$ cat config.mk
export PLATFORM = sky130hd
export DESIGN_NAME = edge_track_dpll
export DESIGN_NICKNAME = d
export VERILOG_FILES = /design/src/rtl/dpll_pkg.sv /design/src/rtl/dpll_datapath.sv /design/src/rtl/dpll_control.sv /design/src/rtl/edge_track_dpll.sv
export SDC_FILE = /design/constraint.sdc
export NUM_CORES = 1
export LEC_CHECK = 0
export ABC_AREA = 0
export BUFFER_PORTS_ARGS = -buffer_cell sky130_fd_sc_hd__buf_2
export CAP_MARGIN = 10
export CORE_UTILIZATION = 45
export CTS_CLUSTER_SIZE = 30
export DETAILED_ROUTE_END_ITERATION = 12
export GPL_TIMING_DRIVEN = 0
export PLACE_DENSITY_LB_ADDON = 0.12
export SLEW_MARGIN = 5
export SYNTH_ARGS = -nofsm -noshare
export SYNTH_HDL_FRONTEND = slang
export SYNTH_HIERARCHICAL = 1
export SYNTH_SLANG_ARGS = --single-unit
$ cat constraint.sdc
create_clock -name clk -period 3.3 [get_ports clk]
set_input_delay 0 -clock clk [delete_from_list [all_inputs] [get_ports clk]]
set_output_delay 0 -clock clk [all_outputs]
set_load 0.02 [all_outputs]
$ cat src/rtl/dpll_pkg.sv
package dpll_pkg;

  // Pending phase correction for the next bit cell.
  typedef enum logic [1:0] {
    CORR_NONE  = 2'd0,
    CORR_LONG  = 2'd1,
    CORR_SHORT = 2'd2
  } corr_e;

  // Position flags from the datapath to the control.
  typedef struct packed {
    logic edgeSeen;
    logic lastCount;
    logic atOrigin;
    logic firstHalf;
    logic midWindow;
  } cellStatus_t;

  // Strobes from the control to the datapath, honoured on the last count.
  typedef struct packed {
    logic stretch;
    logic shrink;
  } corrStrobe_t;

endpackage

$ cat src/rtl/dpll_datapath.sv
module dpll_datapath
  import dpll_pkg::*;
#(
  parameter int unsigned NRZI_LEN    = 32,
  parameter int unsigned FM_LEN      = 16,
  parameter int unsigned SYNC_STAGES = 2
) (
  input  logic        clk,
  input  logic        rstN,
  input  logic        enable,
  input  logic        modeFm,
  input  logic        rxData,
  input  corrStrobe_t strobe,
  output cellStatus_t status,
  output logic        rxClk,
  output logic        txClk
);

  localparam int unsigned MAX_LEN = (NRZI_LEN > FM_LEN) ? NRZI_LEN : FM_LEN;
  localparam int          CNT_W   = $clog2(MAX_LEN + 2);

  // Input synchronizer chain
  logic [SYNC_STAGES-1:0] syncChain;
  logic                   syncOut;
  logic                   prevSample;

  for (genvar s = 0; s < SYNC_STAGES; s++) begin : g_sync
    if (s == 0) begin : g_head
      always_ff @(posedge clk or negedge rstN) begin
        if (!rstN) syncChain[s] <= 1'b0;
        else       syncChain[s] <= rxData;
      end
    end else begin : g_tail
      always_ff @(posedge clk or negedge rstN) begin
        if (!rstN) syncChain[s] <= 1'b0;
        else       syncChain[s] <= syncChain[s-1];
      end
    end
  end

  assign syncOut = syncChain[SYNC_STAGES-1];

  always_ff @(posedge clk or negedge rstN) begin
    if (!rstN) prevSample <= 1'b0;
    else       prevSample <= syncOut;
  end

  // Mode-dependent cell geometry
  logic [CNT_W-1:0] nomLast;
  logic [CNT_W-1:0] halfPt;
  logic [CNT_W-1:0] quarterPt;
  logic [CNT_W-1:0] threeQPt;

  always_comb begin
    if (modeFm) begin
      nomLast   = CNT_W'(FM_LEN - 1);
      halfPt    = CNT_W'(FM_LEN / 2);
      quarterPt = CNT_W'(FM_LEN / 4);
      threeQPt  = CNT_W'((3 * FM_LEN) / 4);
    end else begin
      nomLast   = CNT_W'(NRZI_LEN - 1);
      halfPt    = CNT_W'(NRZI_LEN / 2);
      quarterPt = CNT_W'(NRZI_LEN / 4);
      threeQPt  = CNT_W'((3 * NRZI_LEN) / 4);
    end
  end

  // Bit-cell counter with a correctable terminal count
  logic [CNT_W-1:0] cellCnt;
  logic [CNT_W-1:0] termLast;
  logic [CNT_W-1:0] cellNext;
  logic             lastCount;

  assign lastCount = (cellCnt >= termLast);
  assign cellNext  = cellCnt + 1'b1;

  always_ff @(posedge clk or negedge rstN) begin
    if (!rstN) begin
      cellCnt  <= '0;
      termLast <= CNT_W'(NRZI_LEN - 1);
      rxClk    <= 1'b0;
    end else if (!enable) begin
      cellCnt  <= '0;
      termLast <= nomLast;
      rxClk    <= 1'b0;
    end else if (lastCount) begin
      cellCnt <= '0;
      rxClk   <= 1'b0;
      case ({strobe.stretch, strobe.shrink})
        2'b10:   termLast <= nomLast + 1'b1;
        2'b01:   termLast <= nomLast - 1'b1;
        default: termLast <= nomLast;
      endcase
    end else begin
      cellCnt <= cellNext;
      rxClk   <= (cellNext >= halfPt);
    end
  end

  // Fixed divider for the transmit clock
  logic [CNT_W-1:0] txCnt;
  logic [CNT_W-1:0] txNext;

  assign txNext = txCnt + 1'b1;

  always_ff @(posedge clk or negedge rstN) begin
    if (!rstN) begin
      txCnt <= '0;
      txClk <= 1'b0;
    end else if (!enable) begin
      txCnt <= '0;
      txClk <= 1'b0;
    end else if (txCnt >= nomLast) begin
      txCnt <= '0;
      txClk <= 1'b0;
    end else begin
      txCnt <= txNext;
      txClk <= (txNext >= halfPt);
    end
  end

  // Position flags for the control
  always_comb begin
    status.edgeSeen  = enable & (syncOut ^ prevSample);
    status.lastCount = lastCount;
    status.atOrigin  = (cellCnt == '0);
    status.firstHalf = (cellCnt < halfPt);
    status.midWindow = (cellCnt >= quarterPt) && (cellCnt < threeQPt);
  end

  // Assertions
  assert_idle_when_off_R2: assert property (@(posedge clk) disable iff (!rstN)
    !enable |=> (!rxClk && !txClk && cellCnt == '0));

  assert_tx_step_R3: assert property (@(posedge clk) disable iff (!rstN)
    (enable && txCnt < nomLast) |=> (!enable || txCnt == $past(txCnt) + 1'b1));

  assert_cnt_bounded_R4: assert property (@(posedge clk) disable iff (!rstN)
    cellCnt <= termLast);

  assert_rise_at_half_R4: assert property (@(posedge clk) disable iff (!rstN)
    ($rose(rxClk) && $stable(modeFm)) |-> (cellCnt == halfPt));

  assert_stretch_len_R5: assert property (@(posedge clk) disable iff (!rstN)
    (enable && lastCount && strobe.stretch) |=> (termLast == $past(nomLast) + 1'b1));

  assert_shrink_len_R6: assert property (@(posedge clk) disable iff (!rstN)
    (enable && lastCount && strobe.shrink) |=> (termLast == $past(nomLast) - 1'b1));

endmodule

$ cat src/rtl/dpll_control.sv
module dpll_control
  import dpll_pkg::*;
(
  input  logic        clk,
  input  logic        rstN,
  input  logic        enable,
  input  logic        modeFm,
  input  cellStatus_t status,
  output corrStrobe_t strobe
);

  corr_e pending;
  corr_e fresh;
  corr_e chosen;
  logic  accepted;

  // Classify a transition by the count at which it is seen
  always_comb begin
    accepted = status.edgeSeen && !(modeFm && status.midWindow);
    if (status.atOrigin)       fresh = CORR_NONE;
    else if (status.firstHalf) fresh = CORR_LONG;
    else                       fresh = CORR_SHORT;
    chosen = accepted ? fresh : pending;
  end

  always_comb begin
    strobe.stretch = status.lastCount && (chosen == CORR_LONG);
    strobe.shrink  = status.lastCount && (chosen == CORR_SHORT);
  end

  always_ff @(posedge clk or negedge rstN) begin
    if (!rstN)                 pending <= CORR_NONE;
    else if (!enable)          pending <= CORR_NONE;
    else if (status.lastCount) pending <= CORR_NONE;
    else if (accepted)         pending <= fresh;
  end

  // Assertions
  assert_wrap_clears_R5: assert property (@(posedge clk) disable iff (!rstN)
    (enable && status.lastCount) |=> (pending == CORR_NONE));

  assert_origin_neutral_R7: assert property (@(posedge clk) disable iff (!rstN)
    (enable && status.edgeSeen && status.atOrigin && !status.lastCount) |=> (pending == CORR_NONE));

  assert_mid_window_hold_R8: assert property (@(posedge clk) disable iff (!rstN)
    (enable && modeFm && status.edgeSeen && status.midWindow && !status.lastCount)
      |=> (pending == $past(pending)));

endmodule

$ cat src/rtl/edge_track_dpll.sv
module edge_track_dpll
  import dpll_pkg::*;
#(
  parameter int unsigned NRZI_LEN    = 32,
  parameter int unsigned FM_LEN      = 16,
  parameter int unsigned SYNC_STAGES = 2
) (
  input  logic clk,
  input  logic rstN,
  input  logic enable,
  input  logic modeFm,
  input  logic rxData,
  output logic rxClk,
  output logic txClk
);

  cellStatus_t cellStatus;
  corrStrobe_t corrStrobe;

  dpll_datapath #(
    .NRZI_LEN    (NRZI_LEN),
    .FM_LEN      (FM_LEN),
    .SYNC_STAGES (SYNC_STAGES)
  ) u_datapath (
    .clk    (clk),
    .rstN   (rstN),
    .enable (enable),
    .modeFm (modeFm),
    .rxData (rxData),
    .strobe (corrStrobe),
    .status (cellStatus),
    .rxClk  (rxClk),
    .txClk  (txClk)
  );

  dpll_control u_control (
    .clk    (clk),
    .rstN   (rstN),
    .enable (enable),
    .modeFm (modeFm),
    .status (cellStatus),
    .strobe (corrStrobe)
  );

endmodule

==> out/metrics.csv, run 1 <==
metric;value;unit
Endpoint, Worst Hold;u_datapath/termLast[4]$_DFFE_PN1P_;
Slew Limit Fails;0;
Rel. slew slack;0.652;
CTS root buffer;clkbuf_4;
drt wl/cell;12.9;um
I/O Buffers;6;
EDFF count, synth;0;
fmax;327;MHz
Final nets;188;
GPL Wtd Cong;0.798;
Final setup violation count;0;
DRT iter0 DRCs;61;
reg2reg end;u_datapath/termLast[4]$_DFFE_PN1P_;
VDD IR max;0.158;mV
Hold Fails Final Rpt;0;
Clock Pin Slew Worst Setup and Hold Paths;0.14;ns
Hold Crit Start;modeFm;
Core Area;0.00313;mm2
share of post-route cells with drive strength above 1;0.176;
#FFs+latches synth;23;
DP HPWL;1.93;mm
r2r setup slk;0.24;ns
first-pass GRT wire length;4.71;mm
Die Y;60.1;um
status;finished, final reports clean;
Reg2Reg Depth;13;
Synth Instances;146;
ant diodes;0;
Synth-to-Final Area Change;9.39;%
CTS Buf Count;3;
FILL cells;289;
synthesized area;0.00152;mm2
Vias;1017;
crit path launch type;register;
die width;60.1;um
DRT Pass-1 Iters;4;
Pleak;0.775;nW
grt ovf;0;
Remaining DRCs;0;
CP Capture Type;register;
Max-Cap Viols;0;
power per standard cell area;313;mW/mm2
# IOs;7;
initial core utilization;0.486;
Worst-Skew Late Latency;0.31;ns
Worst Setup Path Type;reg -> reg;
Worst R2R Start;u_datapath/termLast[3]$_DFFE_PN1P_;
RSZ-0062 raised after global routing;false;
fin crit share;0.926;
largest net degree at the start of global routing;24;
Worst-Margin Slew;0.522;ns
clk sinks;23;
H-tree levels;1;
worst hold path type;in -> reg;
Setup TNS Final;0;ns
setup repair bufs after CTS;0;
yosys warns;6;
Max clock buf depth;2;
die area;0.00361;mm2
CP arrival;3.30;ns
Cell variety after synth;37;
FP Rows;20;
DR vias/cell;5.01;
Tmin final;3.06;ns
antenna-violating nets left;0;
asr flop ratio synth;1.00;
post-synthesis net count;174;
GRT Util Overall;0.175;
hold path cells;2;
vias in the first global route;1042;
Avg Cell Area, Syn;10.4;um2
Util after Layout;0.531;
WP data required;3.55;ns
initial antenna violation count;0;
Crit Path Max Fanout;9;
ys flop type;dfrtp_1;
CTS tree;built;
sequential fraction of the synthesis area;0.381;
final wirelength;2.62;mm
clock skew;0.00740;ns
[cells by family after synthesis]
family,count (synthesis),synth area share
XOR/XNOR,8,0.0461
flip-flops,23,0.381
AND/OR/NAND/NOR,52,0.201
multiplexers,5,0.0330
buffers and inverters,19,0.0544
AO/OA/AOI/OAI,16,0.0947
adder cells (fa/ha/maj),23,0.189
[state kept, by name (all words and copies together), names as in the netlist]
signal	cells
u_control/pending	2
u_datapath/txClk	1
u_datapath/syncChain	1
u_datapath/syncOut	1
u_datapath/prevSample	1
u_datapath/rxClk	1
u_datapath/termLast	4
u_datapath/cellCnt	6
u_datapath/txCnt	6
[report_power, final]
part	internal [mW]	total (mW)	switching, mW	leakage [nW]
clock	0.0452	0.133	0.0879	0.0177
sequential	0.294	0.306	0.0120	0.297
combinational	0.0350	0.0808	0.0458	0.460
total	0.374	0.520	0.146	0.775
[layer usage]
layer  vias up  part of all wire  global-route usage
met5         -                 0                   0
met2         8              0.45               0.276
met1       482              0.53               0.246
met4         0            0.0080              0.0598
met3         2             0.017              0.0195
li1        525                 -                   -
[synth_stat cells, drive strengths merged, types with 2 or more instances]
cell type / number / area share
a31oi: 2 / 0.0082
nor2: 15 / 0.045
nand4: 2 / 0.0082
and3: 2 / 0.0082
dfstp: 3 / 0.052
dfrtp: 20 / 0.33
ha: 23 / 0.19
a21oi: 8 / 0.046
nand2: 6 / 0.015
nor2b: 3 / 0.014
nand3: 8 / 0.026
o21ai: 2 / 0.0066
buf: 2 / 0.012
xor2: 2 / 0.012
nand3b: 6 / 0.030
xnor2: 6 / 0.035
mux2i: 5 / 0.033
inv: 17 / 0.042
or2: 2 / 0.0082
[through the flow]
| stage | setup WS [ns] | std cells | cell area [um2] | power [mW] | hold slack (ns) |
|---|---|---|---|---|---|
| after floorplan | 0.503 | 146 | 1520 | 0.364 | -0.296 |
| after global placement | 0.309 | 196 | 1600 | 0.387 | 0.00602 |
| after detailed placement | 0.285 | 196 | 1600 | 0.390 | 0.00636 |
| after CTS | 0.219 | 203 | 1660 | 0.529 | 0.0527 |
| after global routing | 0.0149 | 203 | 1660 | 0.554 | 0.0632 |
| final | 0.243 | 203 | 1660 | 0.520 | 0.0664 |
[final cells by class]
type	count	area, um2	share of cell area
inverter	17	63.8	0.0384
clock inverter	1	5.00	0.00301
tap	44	55.1	0.0331
timing repair buffer	9	60.1	0.0361
sequential	23	579	0.349
buffer	2	18.8	0.0113
multi-input combinational	104	857	0.516
clock buffer	3	22.5	0.0136
[worst max path at each step]
stage / startpoint / to
2_1_floorplan: u_datapath/termLast[3]$_DFFE_PN1P_ / u_datapath/termLast[4]$_DFFE_PN1P_
3_3_place_gp: u_datapath/termLast[3]$_DFFE_PN1P_ / u_datapath/termLast[4]$_DFFE_PN1P_
3_5_place_dp: u_datapath/termLast[3]$_DFFE_PN1P_ / u_datapath/termLast[4]$_DFFE_PN1P_
4_1_cts: u_datapath/termLast[3]$_DFFE_PN1P_ / u_datapath/termLast[4]$_DFFE_PN1P_
5_1_grt: u_datapath/termLast[3]$_DFFE_PN1P_ / u_datapath/termLast[4]$_DFFE_PN1P_
6_report: u_datapath/termLast[3]$_DFFE_PN1P_ / u_datapath/termLast[4]$_DFFE_PN1P_
[cell usage in the layout, fill, tap and decap left out, drive strengths merged, types with 5 or more instances in the layout]
cell type / count
xnor2: 6
buf: 8
a21oi: 8
nand3: 8
nand3b: 6
mux2i: 5
nor2: 15
dfrtp: 20
nand2: 6
inv: 17
ha: 23
[timing repair]
| item | CTS | global route |
|---|---|---|
| hold endpoints to repair | 25 | 0 |
| gates resized for setup | 0 | 0 |
| hold buffers | 3 | 0 |
[critical path, cell delays in order, from the launching register on]
cell	delay, ns
dfstp_2	0.56
inv_1	0.08
ha_1	0.32
nand4_1	0.15
o221ai_4	0.32
buf_4	0.21
or3b_1	0.34
mux2i_1	0.20
ha_1	0.18
inv_1	0.04
ha_1	0.25
nor2b_1	0.12
mux2i_1	0.07
o22ai_1	0.16
(Power assumes the default switching activity.)
==> inputs of run 2 (changes only) <==
--- a/config.mk
+++ b/config.mk
@@ -13,6 +13,7 @@
 export DETAILED_ROUTE_END_ITERATION = 12
 export GPL_TIMING_DRIVEN = 0
 export PLACE_DENSITY_LB_ADDON = 0.12
+export REMOVE_ABC_BUFFERS = 1
 export SLEW_MARGIN = 5
 export SYNTH_ARGS = -nofsm -noshare
 export SYNTH_HDL_FRONTEND = slang
==> out/metrics.csv, run 2 (synthesized netlist as in run 1, its figures left out) <==
metric;value;unit;change
Max-Cap Viols;0;;unchanged
initial antenna violation count;0;;unchanged
grt ovf;0;;unchanged
Final setup violation count;0;;unchanged
biggest regs;u_datapath/cellCnt x6, u_datapath/txCnt x6, u_datapath/termLast x4;;
Clock Pin Slew Worst Setup and Hold Paths;0.12;ns;-0.02 ns
Setup TNS Final;0;ns;unchanged
slowest stage cell, crit path;dfstp_2;;
drt wl/cell;12.6;um;-2.4%
RSZ-0062 raised after global routing;false;;
Vias;981;;-3.5%
first-pass GRT wire length;4.16;mm;-12%
Worst-Margin Slew;0.520;ns;-0.00208 ns
status;finished, final reports clean;;
number of placed cells counting well taps;194;;-1.0%
hold_buf cts;3;;unchanged
Slew Limit Fails;0;;unchanged
Pleak;0.761;nW;-1.8%
Tmin final;3.00;ns;-0.0599 ns
I/O Buffers;6;;unchanged
Die Y;60.1;um;unchanged
CP Capture Type;register;;
CP arrival;3.23;ns;-0.07 ns
Remaining DRCs;0;;unchanged
fin crit share;0.908;;-0.0182
most frequent cells in the layout;23 x ha_1, 20 x dfrtp_1, 17 x inv_1, 10 x nor2_1, 8 x nand3_1;;
CTS Buf Count;3;;unchanged
H-tree levels;1;;unchanged
post-cts sizing count;0;;unchanged
final wirelength;2.53;mm;-3.3%
commonest non-fill, non-tap cell in the layout;ha_1;;
die width;60.1;um;unchanged
DRT iter0 DRCs;86;;+41%
Core Area;0.00313;mm2;unchanged
DR vias/cell;4.88;;-2.6%
clk sinks;23;;unchanged
Crit Path Max Fanout;16;;+7
WP data required;3.53;ns;-0.02 ns
Max clock buf depth;2;;unchanged
FILL cells;291;;+0.69%
share of post-route cells with drive strength above 1;0.159;;-0.0169
GRT Util Overall;0.157;;-0.0181
Final Power;512;uW;-1.6%
Worst Setup Path Type;reg -> reg;;
die area;0.00361;mm2;unchanged
# IOs;7;;unchanged
FP Rows;20;;unchanged
antenna-violating nets left;0;;unchanged
GPL Wtd Cong;0.776;;-2.8%
ant diodes;0;;unchanged
CTS tree;built;;
final std cells w/o fill;201;;-0.99%
CTS root buffer;clkbuf_4;;
crit-path cells;inv_1 -> ha_1 -> nand4_1 -> o221ai_4 -> or3b_1 -> mux2i_1 -> ha_1 -> inv_1 -> ha_1 -> nor2b_1 -> mux2i_1 -> o22ai_1;;
CP peak stage delay;0.55;ns;about the same
hold slack;0.0701;ns;+0.00378 ns
DP HPWL;1.91;mm;-1.1%
DRT Pass-1 Iters;4;;unchanged
Rel. slew slack;0.653;;+0.00139
clock skew;0.00260;ns;-0.00480 ns
worst hold path type;in -> reg;;
initial core utilization;0.486;;unchanged
setup repair bufs after CTS;0;;unchanged
largest net degree at the start of global routing;24;;unchanged
power per standard cell area;312;mW/mm2;-0.41%
Hold Fails Final Rpt;0;;unchanged
vias in the first global route;924;;-11%
CP dominant cell by count;ha_1;;
Worst-Skew Late Latency;0.30;ns;about the same
fmax;334;MHz;+2.0%
Final nets;186;;-1.1%
VDD IR max;0.311;mV;+97%
crit path launch type;register;;
Synth-to-Final Area Change;8.07;%;
[run 2: changes by cell type in the layout (fill, tap and decap cells not counted)]
cell / delta
clkbuf_1: +1
buf_6: -1
clkinv_2: -1
buf_4: -1
[run 2: critical path, delay by kind of cell, from the launching register on]
kind	cells	cell delay, ns
flops	1	0.55
buf+inv	2	0.12
mux	2	0.27
simple gates	3	0.67
fa+ha+maj	3	0.74
compound gates	2	0.58
[run 2: layout make-up]
cell class | count | area, um2 | area share
multi-input cells | 104 | 857 | 0.522
flip-flops and latches | 23 | 579 | 0.353
inverters | 17 | 63.8 | 0.0389
repair buffers | 9 | 60.1 | 0.0366
well taps | 44 | 55.1 | 0.0335
clock buffers | 4 | 26.3 | 0.0160
[run 2: stage by stage]
| stage | utilization | cell area (um2) | setup WS (ns) |
|---|---|---|---|
| floorplan | - | 1500 | 0.590 |
| CTS | 0.525 | 1640 | 0.316 |
| global route | 0.525 | 1640 | 0.186 |
| finish | 0.525 | 1640 | 0.303 |
| detailed placement | 0.507 | 1590 | 0.362 |
| global placement | 0.507 | 1590 | 0.367 |
[run 2: power by group]
| group | leakage [nW] | internal, mW | switching, mW |
|---|---|---|---|
| clock | 0.0150 | 0.0471 | 0.0796 |
| combinational | 0.449 | 0.0335 | 0.0451 |
| sequential | 0.297 | 0.294 | 0.0123 |
| total | 0.761 | 0.375 | 0.137 |
[run 2: layer usage]
| metal | GRT usage | vias up | wire length [um] |
|---|---|---|---|
| met5 | 0 | - | 0 |
| met4 | 0.0199 | 0 | 12 |
| met3 | 0.0455 | 2 | 77 |
| met2 | 0.250 | 11 | 1120 |
| met1 | 0.215 | 448 | 1320 |
| li1 | - | 520 | - |
[run 2: worst paths after layout]
path	from	to	slack, ns	cells past startpoint
max	u_datapath/termLast[3]$_DFFE_PN1P_	u_datapath/termLast[4]$_DFFE_PN1P_	0.30	12
min	modeFm	u_datapath/termLast[4]$_DFFE_PN1P_	0.07	2
max reg2reg	u_datapath/termLast[3]$_DFFE_PN1P_	u_datapath/termLast[4]$_DFFE_PN1P_	0.30	12
min reg2reg	u_datapath/syncChain[0]$_DFF_PN0_	u_datapath/syncOut$_DFF_PN0_	0.37	0
max in group asynchronous	rstN	u_datapath/termLast[4]$_DFFE_PN1P_	2.75	2
min in group asynchronous	rstN	u_datapath/termLast[5]$_DFFE_PN0P_	0.18	2
==> inputs of run 3 (changes only) <==
==> constraint.sdc (replaced) <==
create_clock -name clk -period 2.5 [get_ports clk]
set_input_delay 0 -clock clk [delete_from_list [all_inputs] [get_ports clk]]
set_output_delay 0 -clock clk [all_outputs]
set_load 0.02 [all_outputs]
==> out/metrics.csv, run 3 (synthesized netlist as in run 1, its figures left out) <==
metric;value;unit;change
Pleak;0.819;nW;+7.6%
combinational share of power;0.176;;+0.022
Clock Pin Slew Worst Setup and Hold Paths;0.12;ns;about the same
area of the multi-input gates;932;um2;+8.8%
clk sinks;23;;unchanged
hold slack;0.0674;ns;-0.00270 ns
Slew Limit Fails;0;;unchanged
CP Capture Type;register;;
setup slack after layout;-0.209;ns;-0.512 ns
final std cells w/o fill;213;;+6.0%
Tmin final;2.71;ns;-0.288 ns
share of post-route cells with drive strength above 1;0.308;;+0.148
Die Y;60.1;um;unchanged
Worst Setup Path Type;reg -> reg;;
power per standard cell area;383;mW/mm2;+23%
DRT Pass-1 Iters;4;;unchanged
RSZ-0062 raised after global routing;true;;
fin crit share;1.08;;+0.176
Vias;1052;;+7.2%
Hold Fails Final Rpt;0;;unchanged
CP arrival;2.95;ns;-0.28 ns
wl on met1;1.39;mm;+5.8%
drt wl/cell;13.3;um;+5.9%
crit path launch type;register;;
worst hold path type;in -> reg;;
VDD IR max;0.415;mV;+34%
largest net degree at the start of global routing;24;;unchanged
clock skew;0.00396;ns;+0.00136 ns
Util after Layout;0.580;;+0.0556
H-tree levels;1;;unchanged
Synth-to-Final Area Change;19.5;%;
Remaining DRCs;0;;unchanged
CTS root buffer;clkbuf_4;;
clock share of power;0.242;;-0.006
ant diodes;0;;unchanged
status;complete, but fails checks;;
Worst-Margin Slew;0.520;ns;+0.000553 ns
sequential power share;0.582;;-0.017
Max-Cap Viols;0;;unchanged
failing checks;negative setup slack;;
top sig layer;met3;;
Worst R2R Start;u_datapath/termLast[3]$_DFFE_PN1P_;;
DP HPWL;1.91;mm;unchanged
# IOs;7;;unchanged
hold path cells;2;;unchanged
Worst-Skew Late Latency;0.30;ns;about the same
CTS tree;built;;
FP Rows;20;;unchanged
commonest non-fill, non-tap cell in the layout;ha_1;;
Endpoint, Worst Hold;u_datapath/termLast[4]$_DFFE_PN1P_;;
CP peak stage delay;0.58;ns;+0.03 ns
switching share of power;0.270;;+0.00227
FILL cells;275;;-5.5%
first-pass GRT wire length;4.57;mm;+9.8%
most frequent cells in the layout;19 x ha_1, 17 x dfrtp_1, 15 x inv_1, 12 x buf_4, 10 x nor2_1;;
I/O Buffers;6;;unchanged
DR vias/cell;4.94;;+1.2%
P_int;507;uW;+35%
initial core utilization;0.486;;unchanged
die width;60.1;um;unchanged
Final Power;695;uW;+36%
final wirelength;2.84;mm;+12%
vias in the first global route;1020;;+10%
Switch Pwr;188;uW;+37%
biggest regs;u_datapath/cellCnt x6, u_datapath/txCnt x6, u_datapath/termLast x4;;
reg2reg end;u_datapath/termLast[4]$_DFFE_PN1P_;;
met3 routed WL;79;um;+2.6%
Crit Path Max Fanout;3;;-13
GPL Wtd Cong;0.776;;unchanged
CTS Buf Count;3;;unchanged
Max clock buf depth;2;;unchanged
die area;0.00361;mm2;unchanged
crit-path cells;inv_4 -> ha_4 -> nand4_1 -> o221ai_4 -> or3b_1 -> mux2i_1 -> ha_1 -> inv_1 -> ha_1 -> nor2b_1 -> mux2i_1 -> o22ai_1;;
grt ovf;0;;unchanged
Reg2Reg Depth;12;;unchanged
number of placed cells counting well taps;194;;unchanged
r2r setup slk;-0.21;ns;-0.51 ns
initial antenna violation count;0;;unchanged
met2 WL;1.37;mm;+22%
Final nets;198;;+6.5%
storage element area;583;um2;+0.65%
antenna-violating nets left;0;;unchanged
Final setup violation count;3;;+3
slowest stage cell, crit path;dfstp_2;;
DRT iter0 DRCs;28;;-67%
Rel. slew slack;0.653;;about the same
fmax;369;MHz;+11%
WP data required;2.74;ns;-0.79 ns
Core Area;0.00313;mm2;unchanged
GRT Util Overall;0.170;;+0.0131
Hold Crit Start;modeFm;;
run 3: layout make-up:
type                            instances  share of cell area
Multi-Input combinational cell        104               0.513
Sequential cell                        23               0.321
Timing Repair Buffer                   21              0.0827
Inverter                               17              0.0379
Tap cell                               44              0.0303
Clock buffer                            4              0.0145
run 3: metal layers:
metal  up-vias  track usage
met3         0       0.0455
met5         -            0
li1        546            -
met1       495        0.222
met2        11        0.287
met4         0       0.0199
run 3: stage by stage:
step / TNS (ns) / area [um2] / setup slack (ns)
floorplan: -0.360 / 1500 / -0.210
global placement: -1.17 / 1590 / -0.433
detailed placement: -1.15 / 1590 / -0.438
CTS: -0.340 / 1760 / -0.214
global route: -0.723 / 1820 / -0.300
finish: -0.417 / 1820 / -0.209
run 3: power by group through the flow:
stage	clock network, mW	registers [mW]	logic, mW
2_1_floorplan	0	0.409	0.0693
3_3_place_gp	0	0.410	0.0985
3_5_place_dp	0	0.411	0.102
4_1_cts	0.180	0.406	0.113
5_1_grt	0.192	0.407	0.136
6_report	0.168	0.405	0.122
run 3: worst max path at each step:
stage / from / to / slack, ns
2_1_floorplan: u_datapath/termLast[3]$_DFFE_PN1P_ / u_datapath/termLast[4]$_DFFE_PN1P_ / -0.21
3_3_place_gp: u_datapath/termLast[3]$_DFFE_PN1P_ / u_datapath/termLast[4]$_DFFE_PN1P_ / -0.43
3_5_place_dp: u_datapath/termLast[3]$_DFFE_PN1P_ / u_datapath/termLast[4]$_DFFE_PN1P_ / -0.44
4_1_cts: u_datapath/termLast[3]$_DFFE_PN1P_ / u_datapath/termLast[4]$_DFFE_PN1P_ / -0.21
5_1_grt: u_datapath/termLast[3]$_DFFE_PN1P_ / u_datapath/termLast[4]$_DFFE_PN1P_ / -0.30
6_report: u_datapath/termLast[3]$_DFFE_PN1P_ / u_datapath/termLast[4]$_DFFE_PN1P_ / -0.21
run 3: critical path, delay by kind of cell (launching register included):
family / cells / cell delay (ns)
adder cells (fa/ha/maj): 3 / 0.68
multiplexers: 2 / 0.27
AND/OR/NAND/NOR: 3 / 0.64
buffers and inverters: 2 / 0.10
flip-flops: 1 / 0.58
AO/OA/AOI/OAI: 2 / 0.37
run 3: what timing repair did:
item                                   4_1_cts  5_1_grt
hold buffers                                 3        0
buffers inserted                             7        6
setup endpoints to repair                    4        4
endpoints found under the hold margin       22        0
gates resized for setup                     12        5
pin swaps                                    5        5
